**config.mk**
```make
export PLATFORM = sky130hd
export DESIGN_NAME = snake_grid_ctrl
export DESIGN_NICKNAME = d
export VERILOG_FILES = /design/src/rtl/snake_pkg.sv /design/src/rtl/snake_step.sv /design/src/rtl/snake_cell_store.sv /design/src/rtl/snake_desc_table.sv /design/src/rtl/snake_grid_ctrl.sv /design/src/rtl/snake_keep_dir.sv
export SDC_FILE = /design/constraint.sdc
export NUM_CORES = 2
export LEC_CHECK = 0
export ABC_AREA = 0
export BUFFER_PORTS_ARGS = -buffer_cell sky130_fd_sc_hd__buf_2
export CAP_MARGIN = 20
export CORE_ASPECT_RATIO = 1.25
export CORE_UTILIZATION = 27
export DETAILED_ROUTE_END_ITERATION = 10
export PLACE_DENSITY_LB_ADDON = 0.2
export SKIP_LAST_GASP = 1
export SYNTH_ARGS = -nofsm -noshare
export SYNTH_HDL_FRONTEND = slang
export SYNTH_SLANG_ARGS = --single-unit
```
**constraint.sdc**
```tcl
create_clock -name clk -period 25.1 [get_ports clk]
set_clock_uncertainty 0.1 [all_clocks]
set_input_delay 3.765 -clock clk [delete_from_list [all_inputs] [get_ports clk]]
set_output_delay 3.765 -clock clk [all_outputs]
set_load 0.01 [all_outputs]
```
**src/rtl/snake_pkg.sv**
```systemverilog
package snake_pkg;
  localparam logic [1:0] OP_CREATE = 2'd0;
  localparam logic [1:0] OP_GROW   = 2'd1;
  localparam logic [1:0] OP_SHRINK = 2'd2;
  localparam logic [1:0] OP_READ   = 2'd3;

  localparam logic [1:0] ST_DONE   = 2'd0;
  localparam logic [1:0] ST_CRASH  = 2'd1;
  localparam logic [1:0] ST_REJECT = 2'd2;

  localparam logic [1:0] DIR_UP    = 2'b00;
  localparam logic [1:0] DIR_RIGHT = 2'b01;
  localparam logic [1:0] DIR_DOWN  = 2'b10;
  localparam logic [1:0] DIR_LEFT  = 2'b11;

  typedef enum logic [1:0] {PH_IDLE, PH_LOOK, PH_COMMIT} phase_t;

  function automatic logic [1:0] dir_back(input logic [1:0] d);
    return d ^ 2'b10;
  endfunction
endpackage

```
**src/rtl/snake_step.sv**
```systemverilog
module snake_step #(
  parameter int GRID_W = 16,
  parameter int GRID_H = 16,
  localparam int XW = $clog2(GRID_W),
  localparam int YW = $clog2(GRID_H)
) (
  input  logic [XW-1:0] x,
  input  logic [YW-1:0] y,
  input  logic [1:0]    dir,
  output logic [XW-1:0] nx,
  output logic [YW-1:0] ny,
  output logic          off
);
  import snake_pkg::*;
  always_comb begin
    nx  = x;
    ny  = y;
    off = 1'b0;
    case (dir)
      DIR_UP:    begin ny = y - YW'(1); off = (y == '0); end
      DIR_RIGHT: begin nx = x + XW'(1); off = (x == XW'(GRID_W - 1)); end
      DIR_DOWN:  begin ny = y + YW'(1); off = (y == YW'(GRID_H - 1)); end
      default:   begin nx = x - XW'(1); off = (x == '0); end
    endcase
  end
endmodule

```
**src/rtl/snake_cell_store.sv**
```systemverilog
module snake_cell_store #(
  parameter int DEPTH = 256,
  localparam int AW = $clog2(DEPTH)
) (
  input  logic          clk,
  input  logic          rst,
  input  logic          rd_en,
  input  logic [AW-1:0] rd_addr,
  output logic          q_occ,
  output logic          q_data,
  output logic [1:0]    q_gdir,
  output logic [1:0]    q_sdir,
  output logic          q_next,
  output logic          q_prev,
  input  logic [AW-1:0] wr_addr,
  input  logic          we_occ,
  input  logic          occ_val,
  input  logic          we_link,
  input  logic          data_val,
  input  logic [1:0]    sdir_val,
  input  logic          prev_val,
  input  logic          we_fwd,
  input  logic [1:0]    gdir_val,
  input  logic          next_val
);
  logic [DEPTH-1:0] occ_r;
  logic             data_m [DEPTH];
  logic [1:0]       gdir_m [DEPTH];
  logic [1:0]       sdir_m [DEPTH];
  logic             next_m [DEPTH];
  logic             prev_m [DEPTH];
  logic             occ_q, data_q, next_q, prev_q;
  logic [1:0]       gdir_q, sdir_q;

  always_ff @(posedge clk) begin
    if (rst) occ_r <= '0;
    else if (we_occ) occ_r[wr_addr] <= occ_val;
  end

  always_ff @(posedge clk) begin
    if (we_link) begin
      data_m[wr_addr] <= data_val;
      sdir_m[wr_addr] <= sdir_val;
      prev_m[wr_addr] <= prev_val;
    end
    if (we_fwd) begin
      gdir_m[wr_addr] <= gdir_val;
      next_m[wr_addr] <= next_val;
    end
  end

  always_ff @(posedge clk) begin
    if (rst) occ_q <= 1'b0;
    else if (rd_en) occ_q <= occ_r[rd_addr];
  end

  always_ff @(posedge clk) begin
    if (rd_en) begin
      data_q <= data_m[rd_addr];
      gdir_q <= gdir_m[rd_addr];
      sdir_q <= sdir_m[rd_addr];
      next_q <= next_m[rd_addr];
      prev_q <= prev_m[rd_addr];
    end
  end

  assign q_occ  = occ_q;
  assign q_data = occ_q & data_q;
  assign q_gdir = occ_q ? gdir_q : 2'b00;
  assign q_sdir = occ_q ? sdir_q : 2'b00;
  assign q_next = occ_q & next_q;
  assign q_prev = occ_q & prev_q;
endmodule

```
**src/rtl/snake_desc_table.sv**
```systemverilog
module snake_desc_table #(
  parameter int NSNAKE = 8,
  parameter int XW = 4,
  parameter int YW = 4,
  localparam int SW = $clog2(NSNAKE)
) (
  input  logic          clk,
  input  logic          rst,
  input  logic [SW-1:0] rd_idx,
  output logic          rd_live,
  output logic [XW-1:0] rd_tx,
  output logic [YW-1:0] rd_ty,
  output logic [XW-1:0] rd_hx,
  output logic [YW-1:0] rd_hy,
  input  logic          wr_en,
  input  logic [SW-1:0] wr_idx,
  input  logic          wr_live,
  input  logic [XW-1:0] wr_tx,
  input  logic [YW-1:0] wr_ty,
  input  logic [XW-1:0] wr_hx,
  input  logic [YW-1:0] wr_hy
);
  logic [NSNAKE-1:0] live_r;
  logic [XW-1:0] tx_r [NSNAKE];
  logic [YW-1:0] ty_r [NSNAKE];
  logic [XW-1:0] hx_r [NSNAKE];
  logic [YW-1:0] hy_r [NSNAKE];

  for (genvar i = 0; i < NSNAKE; i++) begin : g_ent
    always_ff @(posedge clk) begin
      if (rst) live_r[i] <= 1'b0;
      else if (wr_en && wr_idx == SW'(i)) live_r[i] <= wr_live;
    end
    always_ff @(posedge clk) begin
      if (wr_en && wr_idx == SW'(i)) begin
        tx_r[i] <= wr_tx;
        ty_r[i] <= wr_ty;
        hx_r[i] <= wr_hx;
        hy_r[i] <= wr_hy;
      end
    end
  end

  assign rd_live = live_r[rd_idx];
  assign rd_tx   = tx_r[rd_idx];
  assign rd_ty   = ty_r[rd_idx];
  assign rd_hx   = hx_r[rd_idx];
  assign rd_hy   = hy_r[rd_idx];
endmodule

```
**src/rtl/snake_grid_ctrl.sv**
```systemverilog
module snake_grid_ctrl #(
  parameter int GRID_W = 16,
  parameter int GRID_H = 16,
  parameter int NSNAKE = 8,
  localparam int XW = $clog2(GRID_W),
  localparam int YW = $clog2(GRID_H),
  localparam int SW = $clog2(NSNAKE),
  localparam int DEPTH = GRID_W * GRID_H,
  localparam int AW = $clog2(DEPTH)
) (
  input  logic          clk,
  input  logic          rst,
  input  logic          cmd_valid,
  output logic          cmd_ready,
  input  logic [1:0]    cmd_op,
  input  logic [SW-1:0] cmd_snake,
  input  logic [XW-1:0] cmd_x,
  input  logic [YW-1:0] cmd_y,
  input  logic [1:0]    cmd_dir,
  input  logic          cmd_bit,
  output logic          rsp_valid,
  output logic [1:0]    rsp_status,
  output logic [7:0]    rsp_cell,
  output logic          crash_valid,
  output logic [SW-1:0] crash_snake,
  output logic [XW-1:0] crash_tail_x,
  output logic [YW-1:0] crash_tail_y,
  output logic [XW-1:0] crash_head_x,
  output logic [YW-1:0] crash_head_y,
  input  logic          crash_ack
);
  import snake_pkg::*;

  function automatic logic [AW-1:0] cell_addr(input logic [XW-1:0] x, input logic [YW-1:0] y);
    return AW'(y) * AW'(GRID_W) + AW'(x);
  endfunction

  phase_t ph;
  logic accept;
  logic [1:0] op_q, st_q;
  logic [SW-1:0] snk_q;
  logic bit_q, off_q, live_q;
  logic [1:0] dir_q;
  logic [XW-1:0] tx_q, tlx_q, hx_q;
  logic [YW-1:0] ty_q, tly_q, hy_q;

  logic t_live;
  logic [XW-1:0] t_tx, t_hx, a_nx, b_nx, sel_x;
  logic [YW-1:0] t_ty, t_hy, a_ny, b_ny, sel_y;
  logic a_off, b_off;

  logic c_occ, c_data, c_next, c_prev;
  logic [1:0] c_gdir, c_sdir;

  logic [1:0] look_st;
  logic [AW-1:0] wr_addr;
  logic we_occ, occ_val, we_link, we_fwd, next_val, prev_val;
  logic [1:0] sdir_val, gdir_val;
  logic tw_en, tw_live;
  logic [XW-1:0] tw_tx, tw_hx;
  logic [YW-1:0] tw_ty, tw_hy;

  assign cmd_ready = (ph == PH_IDLE) && !crash_valid;
  assign accept    = cmd_valid && cmd_ready;

  snake_desc_table #(.NSNAKE(NSNAKE), .XW(XW), .YW(YW)) i_table (
    .clk(clk), .rst(rst),
    .rd_idx((ph == PH_IDLE) ? cmd_snake : snk_q),
    .rd_live(t_live), .rd_tx(t_tx), .rd_ty(t_ty), .rd_hx(t_hx), .rd_hy(t_hy),
    .wr_en(tw_en), .wr_idx(snk_q), .wr_live(tw_live),
    .wr_tx(tw_tx), .wr_ty(tw_ty), .wr_hx(tw_hx), .wr_hy(tw_hy)
  );

  snake_step #(.GRID_W(GRID_W), .GRID_H(GRID_H)) i_grow_step (
    .x(t_hx), .y(t_hy), .dir(cmd_dir), .nx(a_nx), .ny(a_ny), .off(a_off)
  );

  snake_step #(.GRID_W(GRID_W), .GRID_H(GRID_H)) i_back_step (
    .x(hx_q), .y(hy_q), .dir(c_sdir), .nx(b_nx), .ny(b_ny), .off(b_off)
  );

  always_comb begin
    case (cmd_op)
      OP_GROW:   begin sel_x = a_nx; sel_y = a_ny; end
      OP_SHRINK: begin sel_x = t_hx; sel_y = t_hy; end
      default:   begin sel_x = cmd_x; sel_y = cmd_y; end
    endcase
  end

  snake_cell_store #(.DEPTH(DEPTH)) i_cells (
    .clk(clk), .rst(rst),
    .rd_en(accept), .rd_addr(cell_addr(sel_x, sel_y)),
    .q_occ(c_occ), .q_data(c_data), .q_gdir(c_gdir), .q_sdir(c_sdir),
    .q_next(c_next), .q_prev(c_prev),
    .wr_addr(wr_addr), .we_occ(we_occ), .occ_val(occ_val),
    .we_link(we_link), .data_val(bit_q), .sdir_val(sdir_val), .prev_val(prev_val),
    .we_fwd(we_fwd), .gdir_val(gdir_val), .next_val(next_val)
  );

  always_comb begin
    case (op_q)
      OP_CREATE: look_st = live_q ? ST_REJECT : (c_occ ? ST_CRASH : ST_DONE);
      OP_GROW:   look_st = !live_q ? ST_REJECT : ((off_q || c_occ) ? ST_CRASH : ST_DONE);
      OP_SHRINK: look_st = live_q ? ST_DONE : ST_REJECT;
      default:   look_st = ST_DONE;
    endcase
  end

  // Cell and table write port control
  always_comb begin
    wr_addr = cell_addr(tx_q, ty_q);
    we_occ = 1'b0; occ_val = 1'b0; we_link = 1'b0; we_fwd = 1'b0;
    sdir_val = 2'b00; prev_val = 1'b0; gdir_val = 2'b00; next_val = 1'b0;
    tw_en = 1'b0; tw_live = 1'b1;
    tw_tx = tlx_q; tw_ty = tly_q; tw_hx = hx_q; tw_hy = hy_q;
    if (ph == PH_LOOK && look_st == ST_DONE) begin
      if (op_q == OP_CREATE || op_q == OP_GROW) begin
        we_occ = 1'b1; occ_val = 1'b1; we_link = 1'b1; we_fwd = 1'b1;
        prev_val = (op_q == OP_GROW);
        sdir_val = (op_q == OP_GROW) ? dir_back(dir_q) : 2'b00;
      end else if (op_q == OP_SHRINK) begin
        we_occ = 1'b1; occ_val = 1'b0;
      end
    end
    if (ph == PH_COMMIT && st_q == ST_DONE) begin
      case (op_q)
        OP_CREATE: begin
          tw_en = 1'b1; tw_tx = tx_q; tw_ty = ty_q; tw_hx = tx_q; tw_hy = ty_q;
        end
        OP_GROW: begin
          wr_addr = cell_addr(hx_q, hy_q);
          we_fwd = 1'b1; gdir_val = dir_q; next_val = 1'b1;
          tw_en = 1'b1; tw_hx = tx_q; tw_hy = ty_q;
        end
        OP_SHRINK: begin
          if (c_prev) begin
            wr_addr = cell_addr(b_nx, b_ny);
            we_fwd = 1'b1; gdir_val = c_gdir_keep; next_val = 1'b0;
            tw_en = 1'b1; tw_hx = b_nx; tw_hy = b_ny;
          end else begin
            tw_en = 1'b1; tw_live = 1'b0;
          end
        end
        default: ;
      endcase
    end
  end

  // Grow direction of the cell that becomes head after a shrink, read in LOOK phase
  logic [1:0] c_gdir_keep;
  logic [AW-1:0] keep_addr;
  assign keep_addr = cell_addr(b_nx, b_ny);
  snake_keep_dir #(.DEPTH(DEPTH)) i_keep (
    .clk(clk), .wr_en(we_fwd), .wr_addr(wr_addr), .wr_dir(gdir_val),
    .rd_addr(keep_addr), .rd_dir(c_gdir_keep)
  );

  always_ff @(posedge clk) begin
    if (rst) begin
      ph <= PH_IDLE;
      rsp_valid <= 1'b0;
      crash_valid <= 1'b0;
    end else begin
      rsp_valid <= 1'b0;
      if (crash_valid && crash_ack) crash_valid <= 1'b0;
      case (ph)
        PH_IDLE:   if (accept) ph <= PH_LOOK;
        PH_LOOK:   ph <= PH_COMMIT;
        default: begin
          ph <= PH_IDLE;
          rsp_valid <= 1'b1;
          if (st_q == ST_CRASH) crash_valid <= 1'b1;
        end
      endcase
    end
  end

  always_ff @(posedge clk) begin
    if (accept) begin
      op_q <= cmd_op; snk_q <= cmd_snake; bit_q <= cmd_bit; dir_q <= cmd_dir;
      tx_q <= sel_x; ty_q <= sel_y;
      off_q <= (cmd_op == OP_GROW) && a_off;
      live_q <= t_live;
      tlx_q <= t_tx; tly_q <= t_ty; hx_q <= t_hx; hy_q <= t_hy;
    end
    if (ph == PH_LOOK) st_q <= look_st;
    if (ph == PH_COMMIT) begin
      rsp_status <= st_q;
      rsp_cell <= {c_occ, c_data, c_gdir, c_sdir, c_next, c_prev};
      if (st_q == ST_CRASH) begin
        crash_snake <= snk_q;
        if (op_q == OP_CREATE) begin
          crash_tail_x <= tx_q; crash_tail_y <= ty_q;
          crash_head_x <= tx_q; crash_head_y <= ty_q;
        end else begin
          crash_tail_x <= tlx_q; crash_tail_y <= tly_q;
          crash_head_x <= hx_q; crash_head_y <= hy_q;
        end
      end
    end
  end

  logic unused_ok;
  assign unused_ok = b_off;
endmodule

```
**src/rtl/snake_keep_dir.sv**
```systemverilog
module snake_keep_dir #(
  parameter int DEPTH = 256,
  localparam int AW = $clog2(DEPTH)
) (
  input  logic          clk,
  input  logic          wr_en,
  input  logic [AW-1:0] wr_addr,
  input  logic [1:0]    wr_dir,
  input  logic [AW-1:0] rd_addr,
  output logic [1:0]    rd_dir
);
  logic [1:0] mirror_m [DEPTH];
  always_ff @(posedge clk) begin
    if (wr_en) mirror_m[wr_addr] <= wr_dir;
  end
  assign rd_dir = mirror_m[rd_addr];
endmodule

```
==> out/results.ini <==
[placement]
place.gp.congestion=0.835
portBuffers=51
dpl.hpwl_um=212000
place_inst=12500
dpl_cell_area_sq_um=104000
dp_slack_ns=13.43

[worst_setup_path]
crit_chain=buf_2 -> nor3b_2 -> or2_1 -> buf_4 -> a211oi_2 -> a32oi_1 -> nand3_4 -> nand2_4 -> buf_4 -> buf_4 -> buf_4 -> buf_4 -> buf_4 -> nand2_1 -> and3_1 -> a311oi_1 -> nor3_1 -> nor4_1 -> a2111oi_0 -> buf_4 -> nor4_1
slowest_delay_ns=0.72
rrSetupSlack_ns=15.44
worstPathArrival_ns=11.38
end_kind=flip-flop
cp_top_family=buffers and inverters
cpMostUsedCell=buf_4
critPathMaxFanout=58
setup.worst_path.class=input pin to flip-flop
critPathSlowestCell=buf_4
start_kind=input pin
worstPathRequired_ns=25.75
critPathBufInv=8

[sta]
tns_ns=0
relSlewSlack_pct=12.5
setup_ws_ns=14.37
rsz0062_at_grt=no
final-max-slew-violation-count=0
worstMarginPinSlew_ns=1.31
hold_viol=0
setup_viol=0
period_needed_ns=10.73
timing.fmax_ghz=0.0932
timing.final.crit_share_pct=42.8

[detailed_routing]
finalWirelength_um=357000
dr.pass1.iters=6
viasPerCell=5.31
postRouteAntennaNets=0
vias=68600
route.detailed.drc=0
wl_per_cell_um=27.7
drt-initial-drc-count=6712

[finish]
mostFrequentLayoutCells=edfxtp_1 (1,992), nand2_1 (1,626), nor2_1 (601), a21oi_1 (507), a211oi_1 (417)
design_area_sq_um=112000
drive_gt1_share_pct=11.5
finalNetCount=7898
final_cells=12900
final_common_cell=edfxtp_1
area_growth_pct=13.4
n_fill_cell=36500

[clock_tree]
cts_setup_buffers=0
cts_made_buffers=237
cts_tree=built
clock-sinks=2261
postCtsHoldBufs=0
clk_latency_ns=0.95
clock_path_buffers=4
cts_htree_levels=4
path_clk_slew_ns=0.07
root_buffer=clkbuf_16
cts-resized-gates=0

[synthesis]
syn_avg_cell_area_sq_um=12.3
ys_ff_latch=2261
ys_warn_count=0
synthesis.area_sq_um=98600
postSynthNetCount=8077
synth-edff-count=1992
synth-async-reset-ratio_pct=0
synthFlopType=edfxtp_1
seq_area_frac_synth_pct=66.1
synth.distinct_cells=82
synth_cells=8034

[power]
p_leak_nw=35.2
seqPwrFrac_pct=44.1
p_sw_mw=2.75
ir_drop_v=0.0000668
comb_power_share_pct=17.6
power_density_nw_per_um2=83.1
pwr-share-clk_pct=38.3
p_int_mw=6.53
switching_share_pct=29.6

[global_route]
grt_usage_pct=18.9
grt_pass1_wl_um=509000
grt_pass1_vias=67500
grt_overflow_total=0
grt_start_max_net_pins=214
antenna_found_initial=14

[floorplanning]
rows=247
core_sq_um=363000
initial_core_util_pct=27.2
die_area_sq_um=368000
num_io_pins=52
dieHeight_um=678
die_x_um=542

[hold_path]
worstHoldPathType=flip-flop to flip-flop

[run_status]
status=finished, final reports clean

[run]
drv_cap=0

final timing paths:
check / startpoint / endpoint / depth (start not counted)
min reg2reg: crash_valid / crash_valid / 2
max reg2reg: i_cells.sdir_q[0] / i_cells.gdir_m[97][0] / 19
max: cmd_snake[1] / i_cells.next_q / 21
min: crash_valid / crash_valid / 2
per-layer routing:
| metal | vias to the layer above | global-route usage, % | part of all wire (%) |
|---|---|---|---|
| met5 | - | 0 | 0.018 |
| met3 | 636 | 2.43 | 5.7 |
| met2 | 2617 | 32.6 | 50 |
| met1 | 35300 | 24.0 | 41 |
| met4 | 8 | 6.94 | 4.0 |
| li1 | 30000 | - | - |
kinds of logic after synthesis:
family | share of synthesized area (%)
simple gates | 13.1
flops | 66.1
compound gates | 11.7
buf+inv | 3.51
mux | 5.10
fa+ha+maj | 0.322
xor+xnor | 0.107
layout make-up:
class	instances	area, sq um	share of cell area (%)
well taps	4855	6070	5.44
flip-flops and latches	2261	65200	58.3
clock inverters	140	1400	1.25
clock buffers	288	6210	5.56
inverters	53	241	0.216
multi-input cells	5022	30300	27.1
diodes	7	17.5	0.0157
repair buffers	280	2280	2.04
metrics by stage:
stage          util [%]  total power [mW]  hold slack [ns]
2_1_floorplan         -              5.17            0.324
4_1_cts            30.8              9.35            0.398
3_5_place_dp       28.7              5.79            0.388
6_report           30.8              9.28            0.395
3_3_place_gp       28.6              5.79            0.377
5_1_grt            30.8              9.57            0.433
sequential cells by signal, indices dropped and copies added (netlist names), 8 cells and up:
name and flops:
i_keep.mirror_m 30, i_cells.data_m 256, rsp_cell 8, i_cells.next_m 256
i_table.tx_r 32, i_table.ty_r 32, i_cells.gdir_m 482, i_table.hx_r 32
i_cells.prev_m 256, i_table.live_r 8, i_cells.occ_r 256, i_table.hy_r 32
i_cells.sdir_m 512
Yosys cell counts, types with 15 or more instances:
master | n | area (sq um)
edfxtp_1 | 1992 | 59800
nand2_1 | 1628 | 6110
nor2_1 | 633 | 2380
a21oi_1 | 509 | 2550
a211oi_1 | 417 | 3130
clkbuf_1 | 328 | 1230
nand3_1 | 320 | 1600
a311oi_1 | 294 | 2570
dfxtp_1 | 269 | 5390
and3_1 | 258 | 1610
buf_2 | 251 | 1260
mux4_2 | 183 | 4120
o21ai_0 | 104 | 521
a221oi_1 | 94 | 823
nor3_1 | 91 | 455
a31oi_1 | 78 | 488
mux2i_1 | 75 | 751
buf_4 | 55 | 413
buf_1 | 49 | 184
inv_1 | 46 | 173
a32oi_1 | 34 | 298
nor4_1 | 23 | 144
ha_1 | 19 | 238
nand4_1 | 19 | 119
and2_1 | 18 | 113
o22ai_1 | 17 | 106
o31ai_1 | 17 | 128
a22oi_1 | 16 | 120
buf_6 | 15 | 169
tightest hold or removal path, stage by stage, from the launching register on:
cell	delay (ns)
dfxtp_1	0.32
nand2b_1	0.07
a21oi_1	0.06
power groups by stage:
stage                     clock, mW  combinational (mW)  sequential, mW
final                          3.56                1.63            4.09
after floorplan                   0                1.00            4.17
after global placement            0                1.61            4.18
after CTS                      3.63                1.62            4.09
after global routing           3.75                1.72            4.09
after detailed placement          0                1.62            4.18
Power figures use the tool's default switching activity.
